<file path="config.mk">
export PLATFORM = sky130hd
export DESIGN_NAME = lf_rtc_core
export DESIGN_NICKNAME = d
export VERILOG_FILES = /design/src/rtl/lf_rtc_pkg.sv /design/src/rtl/lf_rtc_count.sv /design/src/rtl/lf_rtc_match.sv /design/src/rtl/lf_rtc_flags.sv /design/src/rtl/lf_rtc_core.sv
export SDC_FILE = /design/constraint.sdc
export NUM_CORES = 1
export LEC_CHECK = 0
export ABC_AREA = 1
export BUFFER_PORTS_ARGS = -buffer_cell sky130_fd_sc_hd__buf_2
export CAP_MARGIN = 20
export CORE_AREA = 4 4 107 109
export DETAILED_ROUTE_END_ITERATION = 16
export DIE_AREA = 0 0 111 113
export HOLD_SLACK_MARGIN = 0.1
export SLEW_MARGIN = 20
export SYNTH_ARGS = -nofsm -noshare
export SYNTH_HDL_FRONTEND = slang
export SYNTH_HIERARCHICAL = 1
export SYNTH_SLANG_ARGS = --single-unit
</file>
<file path="constraint.sdc">
create_clock -name clk_i -period 2.15 [get_ports clk_i]
set_input_delay 0.1075 -clock clk_i [delete_from_list [all_inputs] [get_ports clk_i]]
set_output_delay 0.1075 -clock clk_i [all_outputs]
set_load 0.02 [all_outputs]
</file>
<file path="src/rtl/lf_rtc_pkg.sv">
package lf_rtc_pkg;
  localparam int NUM_CMP  = 2;
  localparam int FLAG_W   = NUM_CMP + 1;
  localparam int FLG_WRAP = 0;
  localparam int FLG_CMP0 = 1;
endpackage

</file>
<file path="src/rtl/lf_rtc_count.sv">
module lf_rtc_count #(
  parameter int CNT_W = 24
) (
  input  logic             clk_i,
  input  logic             rst_ni,
  input  logic             enable_i,
  input  logic             tick_i,
  input  logic             top_sel_i,
  input  logic [CNT_W-1:0] top_val_i,
  output logic [CNT_W-1:0] count_o,
  output logic [CNT_W-1:0] nxt_o,
  output logic             wrap_o
);
  localparam logic [CNT_W-1:0] FULL = '1;

  logic [CNT_W-1:0] cnt_q;
  logic             at_end;

  // wrap at full scale always, so a lowered top never strands the count
  assign at_end = (cnt_q == FULL) || (top_sel_i && (cnt_q == top_val_i));
  assign nxt_o  = at_end ? '0 : cnt_q + 1'b1;
  assign wrap_o = tick_i && at_end;

  always_ff @(posedge clk_i or negedge rst_ni) begin
    if (!rst_ni)        cnt_q <= '0;
    else if (!enable_i) cnt_q <= '0;
    else if (tick_i)    cnt_q <= nxt_o;
  end

  assign count_o = cnt_q;
endmodule

</file>
<file path="src/rtl/lf_rtc_match.sv">
module lf_rtc_match #(
  parameter int CNT_W = 24,
  parameter int N     = 2
) (
  input  logic                    adv_i,
  input  logic [CNT_W-1:0]        nxt_i,
  input  logic [N-1:0][CNT_W-1:0] cmp_i,
  output logic [N-1:0]            hit_o
);
  // a hit marks the edge on which the count becomes equal to the compare
  for (genvar g = 0; g < N; g++) begin : g_cmp
    assign hit_o[g] = adv_i && (nxt_i == cmp_i[g]);
  end
endmodule

</file>
<file path="src/rtl/lf_rtc_flags.sv">
module lf_rtc_flags #(
  parameter int W = 3
) (
  input  logic         clk_i,
  input  logic         rst_ni,
  input  logic [W-1:0] set_i,
  input  logic [W-1:0] clr_i,
  input  logic [W-1:0] irq_en_i,
  output logic [W-1:0] flags_o,
  output logic         irq_o
);
  logic [W-1:0] flg_q;

  always_ff @(posedge clk_i or negedge rst_ni) begin
    if (!rst_ni) flg_q <= '0;
    else         flg_q <= (flg_q & ~clr_i) | set_i;  // set beats clear
  end

  assign flags_o = flg_q;
  assign irq_o   = |(flg_q & irq_en_i);
endmodule

</file>
<file path="src/rtl/lf_rtc_core.sv">
module lf_rtc_core
  import lf_rtc_pkg::*;
#(
  parameter int CNT_W = 24
) (
  input  logic              clk_i,
  input  logic              rst_ni,
  input  logic              run_en_i,
  input  logic              dbg_run_i,
  input  logic              top_sel_i,
  input  logic              dbg_halt_i,
  input  logic [CNT_W-1:0]  cmp0_i,
  input  logic [CNT_W-1:0]  cmp1_i,
  input  logic [FLAG_W-1:0] irq_en_i,
  input  logic [FLAG_W-1:0] flag_clr_i,
  output logic [CNT_W-1:0]  count_o,
  output logic [FLAG_W-1:0] flags_o,
  output logic              irq_o
);
  logic                          tick;
  logic                          wrap_evt;
  logic [CNT_W-1:0]              nxt_cnt;
  logic [NUM_CMP-1:0][CNT_W-1:0] cmp_vec;
  logic [NUM_CMP-1:0]            cmp_hit;
  logic [FLAG_W-1:0]             set_vec;

  assign tick    = run_en_i && (!dbg_halt_i || dbg_run_i);
  assign cmp_vec = {cmp1_i, cmp0_i};

  lf_rtc_count #(.CNT_W(CNT_W)) i_count (
    .clk_i     (clk_i),
    .rst_ni    (rst_ni),
    .enable_i  (run_en_i),
    .tick_i    (tick),
    .top_sel_i (top_sel_i),
    .top_val_i (cmp0_i),
    .count_o   (count_o),
    .nxt_o     (nxt_cnt),
    .wrap_o    (wrap_evt)
  );

  lf_rtc_match #(.CNT_W(CNT_W), .N(NUM_CMP)) i_match (
    .adv_i (tick),
    .nxt_i (nxt_cnt),
    .cmp_i (cmp_vec),
    .hit_o (cmp_hit)
  );

  always_comb begin
    set_vec           = '0;
    set_vec[FLG_WRAP] = wrap_evt;
    set_vec[FLG_CMP0 +: NUM_CMP] = cmp_hit;
  end

  lf_rtc_flags #(.W(FLAG_W)) i_flags (
    .clk_i    (clk_i),
    .rst_ni   (rst_ni),
    .set_i    (set_vec),
    .clr_i    (flag_clr_i),
    .irq_en_i (irq_en_i),
    .flags_o  (flags_o),
    .irq_o    (irq_o)
  );
endmodule

</file>
==> run_results.csv, run 1 <==
group,metric,value,unit
outcome,status,"complete, but fails checks",
outcome,violations,"negative setup slack",
power,p_int,805.3,uW
hold_path,hold_end,"i_flags/flags_o[0]",
setup_path,startpoint,"i_count/count_o[1]",
grt,use_met2,40.21,%
drt,drt-total-wl,14.55,mm
timing,max_freq,0.4095,GHz
floorplanning,ios,88,
placement,hpwl,11.68,mm
cells_and_area,nets,971,
cells_and_area,area_growth,57.74,%
logic_synthesis,yosys.area.top_type_share,30.28,%
power,comb_power_share,30.5,%
hold_path,worstHoldPathCells,5,
logic_synthesis,yosysWarningCount,6,
drt,wl_per_cell,13.87,um
floorplanning,rows,38,
floorplanning,start_util,33.79,%
grt,grt_max_degree,28,
logic_synthesis,synth_most_common_cell,"nand2_1",
setup_path,crit_path_max_fanout,7,
floorplanning,fp.dieW,111,um
timing,skew,0.005430,ns
cells_and_area,insertedDiodeCount,0,
floorplanning,core,10600,um2
flow_run,maxCapViolations,0,
setup_path,critPathLaunchType,"flop",
grt,use_met3,1.979,%
logic_synthesis,synth_edf_count,0,
logic_synthesis,seq_area_frac_synth,18.86,%
timing,rsz0062_at_grt,"yes",
drt,drtAntennaViolNets,0,
setup_path,r2r_slack,-0.29,ns
clocking,cts_tree,"yes",
power,vdd_drop_max,0.2685,mV
setup_path,endpoint_kind,"flop",
logic_synthesis,synth_area_leaders,"nand2_1 (30%), dfrtp_1 (19%), inv_1 (13%), nor2_1 (9.2%), nand4_1 (4.7%)",
drt,via_per_inst,4.516,
setup_path,r2r_cells,19,
clocking,cts_num_sinks,27,
grt,track_usage,23.49,%
placement,portBuffers,87,
drt,drcViolationCount,0,
setup_path,worstPathRequired,2.34,ns
logic_synthesis,netlist_instances,672,
power,pwr-share-clk,26.6,%
grt,overflow,0,
power,p_per_area,213.0,nW/um2
clocking,path_clk_slew,0.11,ns
logic_synthesis,avgSynthCellArea,5.331,um2
clocking,max-clock-path-buffers,2,
logic_synthesis,synthArstFlopShare,100.0,%
timing,fin_crit_sh,113.6,%
logic_synthesis,synth-seq-cells,27,
clocking,insertion_delay,0.29,ns
grt,grt.busiest_layer,"met2",
floorplanning,die_y,113,um
setup_path,reg2reg_to,"i_flags/flags_o[2]",
power,seq_power_share,42.9,%
timing,slew_headroom,53.46,%
hold_path,holdCritStartpoint,"dbg_halt_i",
setup_path,crit_type,"flop to flop",
placement,place_congestion,0.9624,
logic_synthesis,synthTopCellsByCount,"nand2_1 (289), inv_1 (120), nor2_1 (88)",
clocking,cts-root-buf,"clkbuf_8",
cells_and_area,num-fill-cells,1134,
timing,holdWs,0.2557,ns
timing,worstMarginPinSlew,0.6981,ns
floorplanning,dieArea,12540,um2
logic_synthesis,synth_ff_type,"dfrtp_1",
power,switching_share,33.11,%
logic_synthesis,synth_top_area_cell,"nand2_1",
grt,grt_pass1_vias,4650,
logic_synthesis,synth.net_count,733,
power,p_switching,398.6,uW
timing,finalSetupViolCount,2,
grt,grt_pass1_wl,23.58,mm
clocking,htreeDepth,1,
setup_path,arrival,2.63,ns
timing,hold_viol,0,
drt,vias,4737,
timing,setup_ws,-0.2921,ns
grt,antenna_found_initial,0,
logic_synthesis,yosysUniqueCellTypes,33,
drt,first_pass_iters,5,
cells_and_area,drive_gt1_share,37.84,%
power,p_leak,0.003262,uW
timing,fin_crit,2.442,ns
timing,drv_slew,0,
hold_path,min_path_type,"input pin to flop",
setup_path,r2r_start,"i_count/count_o[1]",
logic_synthesis,synth_area,3582,um2
drt,drtIter0Drc,276,
clocking,cts_made_buffers,3,
cells_and_area,final_core_util,53.29,%
grt,gr-usage-met1,31.91,%
[how the worst max path moves through the flow]
| stage | end | cells after the start |
|---|---|---|
| 5_1_grt | i_flags/flags_o[1] | 18 |
| 3_5_place_dp | i_flags/flags_o[2] | 17 |
| 6_report | i_flags/flags_o[2] | 19 |
| 2_1_floorplan | i_flags/flags_o[2] | 18 |
| 4_1_cts | i_flags/flags_o[2] | 17 |
| 3_3_place_gp | i_flags/flags_o[2] | 18 |
[worst max-delay path: stages, from the launching register on]
cell and delay (ns):
dfrtp_2 0.44, ha_4 0.17, nand2_4 0.06, nor2_4 0.17, buf_6 0.12, nand2_4 0.05
nor2_4 0.14, nand4_4 0.13, nand2_8 0.15, buf_12 0.16, nor2_4 0.05, inv_2 0.06
nand2_1 0.04, nand2_1 0.07, inv_1 0.04, nand2_1 0.14, nor2_1 0.06, nand3_1 0.08
nor2_2 0.04, o21bai_2 0.17
[per-stage QoR]
stage                     TNS [ns]  power [uW]  std cells  cell area (um2)  worst slack (ns)
after detailed placement   -0.6581       861.4       1023             5166           -0.3857
after CTS                  -0.3808        1203       1043             5509           -0.1908
after global placement     -0.6560       861.5       1023             5166           -0.3904
after floorplan            -0.1606       681.5        672             3617          -0.08446
final                      -0.5601        1204       1049             5650           -0.2921
after global routing       -0.9311        1279       1049             5650           -0.4290
[flip-flops by register name, summed over array words and instances (netlist names)]
name             count
i_count/count_o     24
i_flags/flags_o      3
[cells by family after synthesis]
logic type,after synthesis,share of synthesized area (%)
and+or+nand+nor,457,54.31
buffers and inverters,143,16.63
xor gates and xnor gates,28,6.846
DFF,27,18.86
AOI/OAI and AO/OA,16,3.003
adders and majority gates,1,0.3492
[layout by cell type (no fill, tap or decap), types with 3 or more instances in the layout]
cell           instances
buf_4                144
nand4_1               27
inv_1                117
dlygate4sd3_1          4
dfrtp_1               13
o21ai_1                3
nor3_1                 4
xnor2_1                9
nand2_4                3
clkbuf_8               3
nand2_1              280
nor2_1                68
inv_2                 15
nand2_2               10
buf_6                  5
xor2_1                16
buf_2                 87
dfrtp_2               14
nand3_1               14
nor2_2                22
a21oi_1                3
nor2_4                18
[area by class of cell]
cell class,count,area (um2),area share [%]
tap,140,175.2,3.100
clock buffer,4,45.04,0.7972
inverter,132,495.5,8.769
multi-input combinational,502,2559,45.28
timing repair buffer,244,1683,29.78
sequential,27,693.2,12.27
[per-layer routing]
metal | routed length, um | vias up
li1 | - | 2484
met1 | 6671 | 2092
met2 | 6744 | 147
met3 | 862 | 14
met4 | 270 | 0
met5 | 0 | -
[timing repair]
item / 4_1_cts / 5_1_grt
endpoints found under the setup margin: 2 / 2
gates resized for setup: 51 / 26
hold buffers: 3 / 1
endpoints found under the hold margin: 30 / 1
buffers inserted: 13 / 5
pin swaps: 28 / 23
[power groups by stage]
stage	logic (uW)	clock network, uW	registers, uW
6_report	367	320	516
5_1_grt	410	352	517
4_1_cts	357	330	517
3_5_place_dp	334	0	528
3_3_place_gp	334	0	527
2_1_floorplan	150	0	531
Note: power is estimated with default switching activity, not from simulation.
==> inputs of run 2 (changes only) <==
--- a/config.mk
+++ b/config.mk
@@ -9,6 +9,7 @@
 export BUFFER_PORTS_ARGS = -buffer_cell sky130_fd_sc_hd__buf_2
 export CAP_MARGIN = 20
 export CORE_AREA = 4 4 107 109
+export CTS_BUF_LIST = sky130_fd_sc_hd__clkbuf_8
 export DETAILED_ROUTE_END_ITERATION = 16
 export DIE_AREA = 0 0 111 113
 export HOLD_SLACK_MARGIN = 0.1
==> run 2 against run 1 <==
  * Sequential share of layout area is the same
  * Worst setup slack got worse by 0.0042 ns
  * Hold slack worse by 0.0013 ns
  * Power decreased by 0.21%
  * The flow still finishes with violations (negative setup slack)
==> run_results.csv, run 2 (synthesized netlist as in run 1, its figures left out) <==
group,metric,value,unit
floorplanning,dieArea,12540,um2
setup_path,crit_path_max_fanout,7,
floorplanning,ios,88,
grt,grt_pass1_wl,23.58,mm
cells_and_area,num-fill-cells,1134,
setup_path,worstPathRequired,2.34,ns
clocking,cts_tree,"yes",
setup_path,endpoint_kind,"flop",
flow_run,maxCapViolations,0,
setup_path,arrival,2.63,ns
floorplanning,fp.dieW,111,um
cells_and_area,final_cell_mix,"nand2_1 (280), buf_4 (144), inv_1 (118), buf_2 (87), nor2_1 (68)",
cells_and_area,largest_reg_flops,24,
grt,track_usage,23.49,%
timing,slew_headroom,53.43,%
timing,drv_slew,0,
floorplanning,start_util,33.79,%
drt,vias,4732,
placement,dpl_cell_area,5166,um2
cells_and_area,stdcell_area,5650,um2
power,vdd_drop_max,0.2713,mV
clocking,insertion_delay,0.29,ns
clocking,path_clk_slew,0.11,ns
timing,worstMarginPinSlew,0.6985,ns
cells_and_area,final_common_cell,"nand2_1",
timing,fin_crit_sh,113.8,%
timing,holdWs,0.2544,ns
clocking,cts_made_buffers,3,
drt,drt-total-wl,14.54,mm
setup_path,critPathLaunchType,"flop",
drt,drtAntennaViolNets,0,
hold_path,min_path_type,"input pin to flop",
timing,fin_crit,2.446,ns
clocking,cts_num_sinks,27,
placement,place_congestion,0.9624,
timing,skew,0.007996,ns
setup_path,worst-path-buf-inv,4,
power,p_per_area,212.6,nW/um2
grt,grt_max_degree,28,
floorplanning,die_y,113,um
timing,rsz0062_at_grt,"yes",
clocking,htreeDepth,1,
timing,timing.setup.tns,-0.5698,ns
timing,finalSetupViolCount,2,
floorplanning,rows,38,
grt,grt_pass1_vias,4650,
timing,setup_ws,-0.2963,ns
cells_and_area,drive_gt1_share,37.84,%
placement,portBuffers,87,
setup_path,cpPeakStageDelay,0.44,ns
timing,hold_viol,0,
placement,hpwl,11.68,mm
grt,overflow,0,
cells_and_area,insertedDiodeCount,0,
drt,first_pass_iters,5,
drt,drcViolationCount,0,
outcome,status,"complete, but fails checks",
timing,max_freq,0.4088,GHz
setup_path,critical_path.slowest_cell,"dfrtp_2",
cells_and_area,nets,971,
setup_path,crit_type,"flop to flop",
clocking,max-clock-path-buffers,2,
cells_and_area,area_growth,57.74,%
drt,wl_per_cell,13.86,um
clocking,cts-root-buf,"clkbuf_8",
floorplanning,core,10600,um2
setup_path,worstPathCellList,"ha_4, nand2_4, nor2_4, buf_6, nand2_4, nor2_4, nand4_4, nand2_8, buf_12, nor2_4, inv_2, nand2_1, nand2_1, inv_1, nand2_1, nor2_1, nand3_1, nor2_2, o21bai_2",
setup_path,cp_top_family,"simple AND/OR/NAND/NOR gates",
drt,via_per_inst,4.511,
setup_path,r2r_slack,-0.30,ns
power,p_leak,0.003267,uW
outcome,violations,"negative setup slack",
power,p_total,1201,uW
grt,antenna_found_initial,0,
drt,drtIter0Drc,273,
[run 2: cell types whose count changed in the layout (fill, tap and decap cells not counted)]
cell | before | now
inv_1 | 117 | 118
clkbuf_1 | 1 | 0
[run 2: cell type report]
type / count / area [um2] / area share (%)
tap: 140 / 175.2 / 3.100
clock buffer: 3 / 41.29 / 0.7307
clock inverter: 1 / 3.754 / 0.06643
sequential: 27 / 693.2 / 12.27
timing repair buffer: 244 / 1683 / 29.78
multi-input combinational: 502 / 2559 / 45.28
inverter: 132 / 495.5 / 8.769
[run 2: path summary, 6_finish.rpt]
check                                        start                  end  depth (start not counted)
worst min-delay path                    dbg_halt_i   i_flags/flags_o[0]                          5
max in group asynchronous                   rst_ni  i_count/count_o[19]                          2
worst max-delay path            i_count/count_o[1]   i_flags/flags_o[2]                         19
worst max register to register  i_count/count_o[1]   i_flags/flags_o[2]                         19
min in group asynchronous                   rst_ni  i_count/count_o[10]                          2
worst min register to register  i_flags/flags_o[0]   i_flags/flags_o[0]                          2
[run 2: worst register-to-register path: stages (launching register included)]
cell	delay (ns)
dfrtp_2	0.44
ha_4	0.17
nand2_4	0.06
nor2_4	0.17
buf_6	0.13
nand2_4	0.05
nor2_4	0.14
nand4_4	0.13
nand2_8	0.15
buf_12	0.17
nor2_4	0.05
inv_2	0.06
nand2_1	0.04
nand2_1	0.07
inv_1	0.04
nand2_1	0.14
nor2_1	0.06
nand3_1	0.08
nor2_2	0.04
o21bai_2	0.17
[run 2: power by group]
group / switching (uW) / leakage [uW] / internal [uW] / total (uW)
sequential: 5.54 / 0.000353 / 511 / 516
clock: 188 / 0.0000269 / 129 / 317
combinational: 207 / 0.00289 / 161 / 368
[run 2: through the flow]
stage / std cells / worst slack [ns] / util, %
CTS: 1043 / -0.1909 / 51.96
global route: 1049 / -0.4294 / 53.29
floorplan: 672 / -0.08446 / -
finish: 1049 / -0.2963 / 53.29
global placement: 1023 / -0.3904 / 48.73
detailed placement: 1023 / -0.3857 / 48.73
[run 2: routing by layer]
layer | share of wire [%] | track usage (%)
met1 | 46 | 31.91
met2 | 46 | 40.21
met3 | 5.9 | 1.979
met4 | 1.9 | 6.404
met5 | 0 | 0
[run 2: what timing repair did]
item	4_1_cts	5_1_grt
buffers inserted	13	5
endpoints found under the hold margin	30	1
hold buffers	3	1
setup endpoints to repair	2	2
gates resized for setup	51	26
pin swaps	28	23
